**config.mk**
```make
export PLATFORM = sky130hd
export DESIGN_NAME = hundredths_tick_gen
export DESIGN_NICKNAME = d
export VERILOG_FILES = /design/src/rtl/htg_pkg.sv /design/src/rtl/htg_seq_fsm.sv /design/src/rtl/htg_period_ctr.sv /design/src/rtl/htg_sqw_gen.sv /design/src/rtl/hundredths_tick_gen.sv
export SDC_FILE = /design/constraint.sdc
export NUM_CORES = 1
export LEC_CHECK = 0
export ABC_CLOCK_PERIOD_IN_PS = 4300
export BUFFER_PORTS_ARGS = -buffer_cell sky130_fd_sc_hd__buf_2
export CORE_ASPECT_RATIO = 1.1
export CORE_MARGIN = 3
export CORE_UTILIZATION = 30
export DETAILED_ROUTE_END_ITERATION = 6
export PLACE_DENSITY = 0.5
export SETUP_SLACK_MARGIN = 0.4
export SLEW_MARGIN = 20
export SYNTH_ARGS = -nofsm -noshare
export SYNTH_HDL_FRONTEND = slang
export SYNTH_SLANG_ARGS = --single-unit
```
**constraint.sdc**
```tcl
create_clock -name clk -period 4.3 [get_ports clk]
set_clock_uncertainty 0.2 [all_clocks]
set_input_delay 0.86 -clock clk [delete_from_list [all_inputs] [get_ports clk]]
set_output_delay 0.86 -clock clk [all_outputs]
set_load 0.005 [all_outputs]
```
**src/rtl/htg_pkg.sv**
```systemverilog
package htg_pkg;
    typedef enum logic [1:0] {
        ST_LONG  = 2'd0,
        ST_SHORT = 2'd1,
        ST_HALT  = 2'd2
    } htg_state_e;
endpackage

```
**src/rtl/htg_seq_fsm.sv**
```systemverilog
module htg_seq_fsm
    import htg_pkg::*;
#(
    parameter int LONG_SLOTS = 24
) (
    input  logic clk,
    input  logic rst_n,
    input  logic strobe,
    input  logic osc_halt,
    input  logic period_done,
    output logic accept,
    output logic short_sel
);
    localparam int SLOTS = LONG_SLOTS + 1;
    localparam int SEQ_W = $clog2(SLOTS);
    localparam logic [SEQ_W-1:0] LAST_LONG = SEQ_W'(LONG_SLOTS - 1);
    localparam logic [SEQ_W-1:0] SHORT_IDX = SEQ_W'(LONG_SLOTS);

    htg_state_e state_q, state_d;
    logic [SEQ_W-1:0] seq_q, seq_d;

    // state register
    always_ff @(posedge clk) begin
        if (!rst_n) begin
            state_q <= ST_LONG;
            seq_q   <= '0;
        end else begin
            state_q <= state_d;
            seq_q   <= seq_d;
        end
    end

    // transitions
    always_comb begin
        state_d = state_q;
        seq_d   = seq_q;
        if (period_done)
            seq_d = (seq_q == SHORT_IDX) ? '0 : seq_q + 1'b1;
        unique case (state_q)
            ST_LONG: begin
                if (osc_halt)
                    state_d = ST_HALT;
                else if (period_done && seq_q == LAST_LONG)
                    state_d = ST_SHORT;
            end
            ST_SHORT: begin
                if (osc_halt)
                    state_d = ST_HALT;
                else if (period_done)
                    state_d = ST_LONG;
            end
            ST_HALT: begin
                if (!osc_halt)
                    state_d = (seq_q == SHORT_IDX) ? ST_SHORT : ST_LONG;
            end
            default: state_d = ST_LONG;
        endcase
    end

    // outputs
    always_comb begin
        accept    = strobe && !osc_halt && (state_q != ST_HALT);
        short_sel = (state_q == ST_SHORT);
    end

    // the short divisor is used only in the last slot
    assert_short_last_slot_R2: assert property (@(posedge clk) disable iff (!rst_n)
        (state_q == ST_SHORT) |-> (seq_q == SHORT_IDX));
    assert_seq_bound_R2: assert property (@(posedge clk) disable iff (!rst_n)
        seq_q <= SHORT_IDX);
    // slot index frozen while halted
    assert_halt_seq_hold_R5: assert property (@(posedge clk) disable iff (!rst_n)
        osc_halt |=> $stable(seq_q));
endmodule

```
**src/rtl/htg_period_ctr.sv**
```systemverilog
module htg_period_ctr #(
    parameter int DIV_LONG  = 41,
    parameter int DIV_SHORT = 40
) (
    input  logic clk,
    input  logic rst_n,
    input  logic accept,
    input  logic short_sel,
    input  logic osc_halt,
    output logic period_done
);
    localparam int CNT_W = $clog2(DIV_LONG);
    localparam logic [CNT_W-1:0] LIM_LONG  = CNT_W'(DIV_LONG - 1);
    localparam logic [CNT_W-1:0] LIM_SHORT = CNT_W'(DIV_SHORT - 1);

    logic [CNT_W-1:0] cnt_q;
    logic [CNT_W-1:0] limit;

    always_comb begin
        limit       = short_sel ? LIM_SHORT : LIM_LONG;
        period_done = accept && (cnt_q == limit);
    end

    always_ff @(posedge clk) begin
        if (!rst_n)
            cnt_q <= '0;
        else if (accept)
            cnt_q <= period_done ? '0 : cnt_q + 1'b1;
    end

    // count never passes the long limit
    assert_cnt_bound_R1: assert property (@(posedge clk) disable iff (!rst_n)
        cnt_q <= LIM_LONG);
    // count frozen while halted
    assert_halt_cnt_hold_R5: assert property (@(posedge clk) disable iff (!rst_n)
        osc_halt |=> $stable(cnt_q));
endmodule

```
**src/rtl/htg_sqw_gen.sv**
```systemverilog
module htg_sqw_gen #(
    parameter int SQW_HALF = 2
) (
    input  logic clk,
    input  logic rst_n,
    input  logic accept,
    input  logic sqw_off,
    output logic sqw_level,
    output logic sqw_oe
);
    localparam int HB    = $clog2(SQW_HALF);
    localparam int PH_W  = HB + 1;

    logic [PH_W-1:0] phase_q, phase_d;

    always_comb phase_d = accept ? phase_q + 1'b1 : phase_q;

    always_ff @(posedge clk) begin
        if (!rst_n) begin
            phase_q   <= '0;
            sqw_level <= 1'b0;
            sqw_oe    <= 1'b0;
        end else begin
            phase_q   <= phase_d;
            sqw_level <= phase_d[HB] && !sqw_off;
            sqw_oe    <= !sqw_off;
        end
    end

    // phase moves only on accepted strobes
    assert_phase_hold_R6: assert property (@(posedge clk) disable iff (!rst_n)
        !accept |=> $stable(phase_q));
    // disabled output stays quiet
    assert_sqw_quiet_R7: assert property (@(posedge clk) disable iff (!rst_n)
        sqw_off |=> (!sqw_level && !sqw_oe));
endmodule

```
**src/rtl/hundredths_tick_gen.sv**
```systemverilog
module hundredths_tick_gen #(
    parameter int DIV_LONG   = 41,
    parameter int DIV_SHORT  = 40,
    parameter int LONG_SLOTS = 24,
    parameter int SQW_HALF   = 2
) (
    input  logic clk,
    input  logic rst_n,
    input  logic strobe_4k,
    input  logic osc_halt,
    input  logic sqw_off,
    output logic tick_100,
    output logic sqw_level,
    output logic sqw_oe
);
    logic accept;
    logic short_sel;
    logic period_done;

    htg_seq_fsm #(.LONG_SLOTS(LONG_SLOTS)) u_fsm (
        .clk         (clk),
        .rst_n       (rst_n),
        .strobe      (strobe_4k),
        .osc_halt    (osc_halt),
        .period_done (period_done),
        .accept      (accept),
        .short_sel   (short_sel)
    );

    htg_period_ctr #(.DIV_LONG(DIV_LONG), .DIV_SHORT(DIV_SHORT)) u_ctr (
        .clk         (clk),
        .rst_n       (rst_n),
        .accept      (accept),
        .short_sel   (short_sel),
        .osc_halt    (osc_halt),
        .period_done (period_done)
    );

    htg_sqw_gen #(.SQW_HALF(SQW_HALF)) u_sqw (
        .clk       (clk),
        .rst_n     (rst_n),
        .accept    (accept),
        .sqw_off   (sqw_off),
        .sqw_level (sqw_level),
        .sqw_oe    (sqw_oe)
    );

    always_ff @(posedge clk) begin
        if (!rst_n) tick_100 <= 1'b0;
        else        tick_100 <= period_done;
    end

    // a tick never lasts two cycles
    assert_tick_single_R4: assert property (@(posedge clk) disable iff (!rst_n)
        tick_100 |=> !tick_100);
    // no tick follows a halted cycle
    assert_no_tick_halted_R5: assert property (@(posedge clk) disable iff (!rst_n)
        osc_halt |=> !tick_100);
endmodule

```
==> flow_summary.toml, run 1 <==
[run_status]
status = "finished, final reports clean"

[yosys]
synth_area_sq_um = 898
synth_area_leaders = "dfxtp_1 40%, xnor2_1 4.9%, nand2_1 4.6%, nand3_1 4.5%, ha_1 4.2%"
synth_fp_nets = 111
synth_commonest_cells = "18 x dfxtp_1, 11 x nand2_1, 8 x nand3_1"
syn_area_per_cell_sq_um = 8.72
synth_edf_count = 0
synth-seq-cells = 18
synthCells = 103
yosysMostFrequentCell = "dfxtp_1"
synth_area_leader_cell = "dfxtp_1"
synth_top_area_share_pct = 40.1
synthFlopType = "dfxtp_1"
async_flop_share_pct = 0
yosysWarnings = 0
seq_area_frac_synth_pct = 40.1
synth_cell_types = 35

[clocking]
cts_sinks = 18
post-cts-setup-buffers = 0
clk_path_buf_depth = 2
htreeDepth = 1
clock_latency_ps = 290
cts_root_buffer = "clkbuf_4"
postCtsHoldBufs = 0
cts_tree = "done"
clk_pin_slew_ps = 110
cts_buffers = 3
cts-resized-gates = 0

[timing]
min_period_ps = 2180
hold_viol_final = 0
slew_violations = 0
worst_pin_slew_ps = 431
timing.fmax_ghz = 0.458
relSlewSlack_pct = 71.2
setup_ws_ps = 2120
setup_viol = 0
tns_ps = 0
grt_setup_unrepaired = "no"
period_share_pct = 50.7

[setup_path]
rr_worst_depth = 4
crit_required_ps = 4280
rr_startpoint = "u_ctr.cnt_q[3]"
r2r_slack_ps = 2480
worstSetupPathType = "in2reg"
crit_path_start = "osc_halt"
cp-end-kind = "register"
endpoint = "u_ctr.cnt_q[4]"
r2r_end = "u_ctr.cnt_q[4]"
crit_path_start_kind = "input pin"
crit_fanout = 7
cp.arrival_ps = 2160

[power_and_ir_drop]
p_clk_share_pct = 35.6
power_density_nw_per_um2 = 298
comb_power_share_pct = 6.1
seq_power_share_pct = 58.3
p_leak_uw = 0.000362
p_sw_uw = 68.0
irDropWorstVdd_v = 0.000209
switching_share_pct = 22.8
p_int_uw = 230

[detailed_routing]
wire_per_inst_microns = 11.6
via_per_inst = 5.13
drc = 0
final_antenna_net_count = 0
dr_wl_met3_microns = 84
dr.max_layer_used = "met4"
drtPass1Iterations = 5
met2WireLength_microns = 698
vias = 739
wirelength_mm = 1.68
drtIter0Drc = 28
drt-met1-wl_microns = 874

[place]
post-place-ws_ps = 1820
gp_congestion = 0.736
hpwlAfterDp_mm = 1.24
dp.cells = 140
numPortBuffers = 7

[final_layout]
layout.nets = 120
drive_gt1_share_pct = 13.5
fin_cells = 144
n_antenna_cell = 0
area_growth_pct = 11.3

[floorplan]
num_rows = 20
ios = 8
initial_core_util_pct = 32.1
die_height_microns = 63.4
dieArea_sq_um = 3690
die_w_microns = 58.2
fp.coreArea_sq_um = 2800

[worst_hold_path]
min_path_type = "reg2reg"

[global_route]
first_global_vias = 688
antenna_found_initial = 0
grt_max_degree = 21
overflow = 0
grt_pass1_wl_mm = 2.94
track_usage_pct = 10.1

[run]
drv_cap = 0
-- per-stage QoR --
| stage | hold slack (ps) | utilization, % | total power [uW] | cell area (sq um) |
|---|---|---|---|---|
| floorplan | 263 | - | 190 | 898 |
| global route | 333 | 35.7 | 315 | 1000 |
| global placement | 281 | 34.4 | 195 | 963 |
| CTS | 308 | 35.7 | 301 | 1000 |
| detailed placement | 293 | 34.4 | 196 | 963 |
| finish | 301 | 35.7 | 298 | 1000 |
-- worst min path at each step --
stage	from	to	slack [ps]	cells past startpoint
2_1_floorplan	u_ctr.cnt_q[1]	u_ctr.cnt_q[1]	260	2
3_3_place_gp	u_fsm.seq_q[1]	u_fsm.seq_q[1]	280	2
3_5_place_dp	u_ctr.cnt_q[1]	u_ctr.cnt_q[1]	290	2
4_1_cts	u_ctr.cnt_q[1]	u_ctr.cnt_q[1]	310	2
5_1_grt	u_ctr.cnt_q[1]	u_ctr.cnt_q[1]	330	2
6_report	u_fsm.seq_q[1]	u_fsm.seq_q[1]	300	2
-- sequential cells by signal, summed over array words and instances (netlist names) --
| register | cells |
|---|---|
| tick_100 | 1 |
| u_ctr.cnt_q | 6 |
| u_sqw.sqw_oe | 1 |
| u_fsm.seq_q | 5 |
| u_sqw.phase_q | 2 |
| u_sqw.sqw_level | 1 |
| u_fsm.state_q | 2 |
-- layer usage --
metal | global-route usage [%] | vias up
li1 | - | 382
met1 | 13.7 | 341
met2 | 15.3 | 14
met3 | 2.87 | 2
met4 | 3.48 | 0
met5 | 0 | -
-- power groups by stage --
stage	clock, uW	combinational, uW	sequential (uW)
after detailed placement	0	18.4	177
after global placement	0	17.7	178
after floorplan	0	13.0	177
final	106	18.3	174
after global routing	119	21.0	175
after CTS	109	18.4	174
-- kinds of logic after synthesis --
logic type	share of synthesized area, %
and+or+nand+nor	33.1
DFF	40.1
AOI/OAI and AO/OA	9.47
buffers and inverters	2.92
xor gates and xnor gates	5.85
muxes	4.32
adders and majority gates	4.18
-- critical path, cell delays in order --
cell and delay (ps):
buf_2 120, nor2b_1 360, nand4_1 340, o21ai_1 390
nor2_1 90
-- layout by cell type, fill, tap and decap left out, types with 3 or more instances in the layout --
cell type,Yosys,final
nand2b_1,4,4
nor3_1,5,5
buf_2,0,7
nand2_1,11,11
o21ai_1,3,3
dfxtp_1,18,18
ha_1,3,3
nand3_1,8,8
xnor2_1,5,5
nor2b_1,4,4
nor2_1,4,4
clkbuf_4,0,3
inv_1,4,4
a31oi_1,3,3
-- area by class of cell --
type | count | area [sq um]
Tap cell | 33 | 41.3
Multi-Input combinational cell | 78 | 512
Inverter | 4 | 15.0
Timing Repair Buffer | 7 | 35.0
Fill cell | 292 | 1800
Clock buffer | 4 | 36.3
Sequential cell | 18 | 360
(Power assumes the default switching activity.)
==> run 2: changes to the inputs <==
--- a/config.mk
+++ b/config.mk
@@ -5,7 +5,7 @@
 export SDC_FILE = /design/constraint.sdc
 export NUM_CORES = 1
 export LEC_CHECK = 0
-export ABC_CLOCK_PERIOD_IN_PS = 4300
+export ABC_CLOCK_PERIOD_IN_PS = 2200
 export BUFFER_PORTS_ARGS = -buffer_cell sky130_fd_sc_hd__buf_2
 export CORE_ASPECT_RATIO = 1.1
 export CORE_MARGIN = 3
==> constraint.sdc (replaced) <==
create_clock -name clk -period 2.2 [get_ports clk]
set_clock_uncertainty 0.2 [all_clocks]
set_input_delay 0.44 -clock clk [delete_from_list [all_inputs] [get_ports clk]]
set_output_delay 0.44 -clock clk [all_outputs]
set_load 0.005 [all_outputs]
==> run 2 against run 1 <==
  * Wire length rose by 2.3%
  * Global-route usage grew 0.68 points
  * Critical path depth decreased by 1
  * Power up 96%
  * Cell area increased by 2.8%
  * Highest routed layer unchanged
  * Critical endpoint is now u_fsm.seq_q[1]
  * Critical path type is now reg2reg
==> flow_summary.toml, run 2 (same netlist as run 1, synthesis figures left out) <==
[detailed_routing]
wire_per_inst_microns = 11.8
drtIter0Drc = 16
wirelength_mm = 1.71
via_per_inst = 5.20
vias = 754
drtPass1Iterations = 4
drc = 0
final_antenna_net_count = 0

[clocking]
cts_sinks = 18
cts_root_buffer = "clkbuf_4"
cts_tree = "done"
cts-resized-gates = 0
cts_buffers = 3
clock_latency_ps = 300
clk_path_buf_depth = 2
htreeDepth = 1
postCtsHoldBufs = 0
post-cts-setup-buffers = 0
clk_pin_slew_ps = 110

[setup_path]
crit_path_start_kind = "register"
rr_startpoint = "u_ctr.cnt_q[0]"
crit_required_ps = 2240
crit_fanout = 6
cp.arrival_ps = 1770
critPathMaxStageDelay_ps = 430
r2r_end = "u_fsm.seq_q[1]"
worstSetupPathType = "reg2reg"
cp_slowest_cell = "or3b_4"
crit_path_start = "u_ctr.cnt_q[0]"
worstSetupPathDepth = 4
critPathBufInv = 0
endpoint = "u_fsm.seq_q[1]"
cp-end-kind = "register"
path_delay_family = "simple AND/OR/NAND/NOR gates"
rr_worst_depth = 4
r2r_slack_ps = 460
path_cells = "or3b_4 > mux2_4 > nor2_4 > mux2i_1"

[floorplan]
dieArea_sq_um = 3690
initial_core_util_pct = 32.1
fp.coreArea_sq_um = 2800
die_height_microns = 63.4
die_w_microns = 58.2
ios = 8
num_rows = 20

[power_and_ir_drop]
p_leak_uw = 0.000374
power_density_nw_per_um2 = 569
irDropWorstVdd_v = 0.000203

[place]
gp_congestion = 0.748
numPortBuffers = 7
hpwlAfterDp_mm = 1.25
place_area_sq_um = 971

[final_layout]
mostFrequentLayoutCell = "dfxtp_1"
top_regs = "u_ctr.cnt_q (6), u_fsm.seq_q (5)"
largest_reg_flops = 6
regArea_sq_um = 362
drive_gt1_share_pct = 18.8
multi_input_area_sq_um = 531
layout.nets = 121
fin_util_pct = 36.7
design_area_sq_um = 1030
final_cell_mix = "17 x dfxtp_1, 11 x nand2_1, 8 x nand3_1"
n_antenna_cell = 0
area_growth_pct = 14.3
regMostFlops = "u_ctr.cnt_q"
fill_cells = 310

[global_route]
grt_pass1_wl_mm = 3.09
overflow = 0
track_usage_pct = 10.8
first_global_vias = 715
antenna_found_initial = 0
grt_max_degree = 21

[timing]
min_period_ps = 1740
timing.fmax_ghz = 0.576
worst_pin_slew_ps = 341
hold_viol_final = 0
tns_ps = 0
slew_violations = 0
period_share_pct = 78.9
setup_viol = 0
relSlewSlack_pct = 77.0
grt_setup_unrepaired = "no"

[run_status]
status = "finished, final reports clean"

[worst_hold_path]
min_path_type = "in2reg"

[run]
drv_cap = 0
run 2: cell types whose count changed in the layout (fill, tap and decap cells not counted), sizes merged:
cell	before	now
buf	7	8
run 2: stage by stage:
step                      hold slack, ps  cells  total power [uW]  setup slack, ps
after floorplan                      263    103               371              451
after global placement               281    141               383              391
after detailed placement             292    141               384              389
after CTS                           83.4    145               592              402
after global routing                91.1    145               615              403
final                               90.9    145               585              463
run 2: metal layers:
| metal | part of all wire (%) | GRT usage (%) | wire length (microns) |
|---|---|---|---|
| met1 | 50 | 14.1 | 863 |
| met2 | 42 | 16.0 | 727 |
| met3 | 5.1 | 2.66 | 88 |
| met4 | 2.0 | 6.09 | 34 |
| met5 | 0 | 0 | 0 |
run 2: worst min path at each step:
| stage | start | endpoint | slack (ps) | cells past startpoint |
|---|---|---|---|---|
| global route | sqw_off | u_sqw.sqw_oe | 90 | 2 |
| floorplan | u_ctr.cnt_q[1] | u_ctr.cnt_q[1] | 260 | 2 |
| detailed placement | u_fsm.seq_q[1] | u_fsm.seq_q[1] | 290 | 2 |
| CTS | sqw_off | u_sqw.sqw_oe | 80 | 2 |
| global placement | u_fsm.seq_q[1] | u_fsm.seq_q[1] | 280 | 2 |
| finish | sqw_off | u_sqw.sqw_oe | 90 | 2 |
run 2: power breakdown:
part | internal [uW] | switching (uW)
combinational | 17.4 | 20.7
clock | 101 | 106
sequential | 333 | 6.77
run 2: cell type report:
| cell class | instances | area share (%) |
|---|---|---|
| multi-input combinational | 78 | 51.6 |
| sequential | 18 | 35.2 |
| timing repair buffer | 8 | 4.14 |
| tap | 33 | 4.02 |
| clock buffer | 4 | 3.53 |
| inverter | 4 | 1.46 |
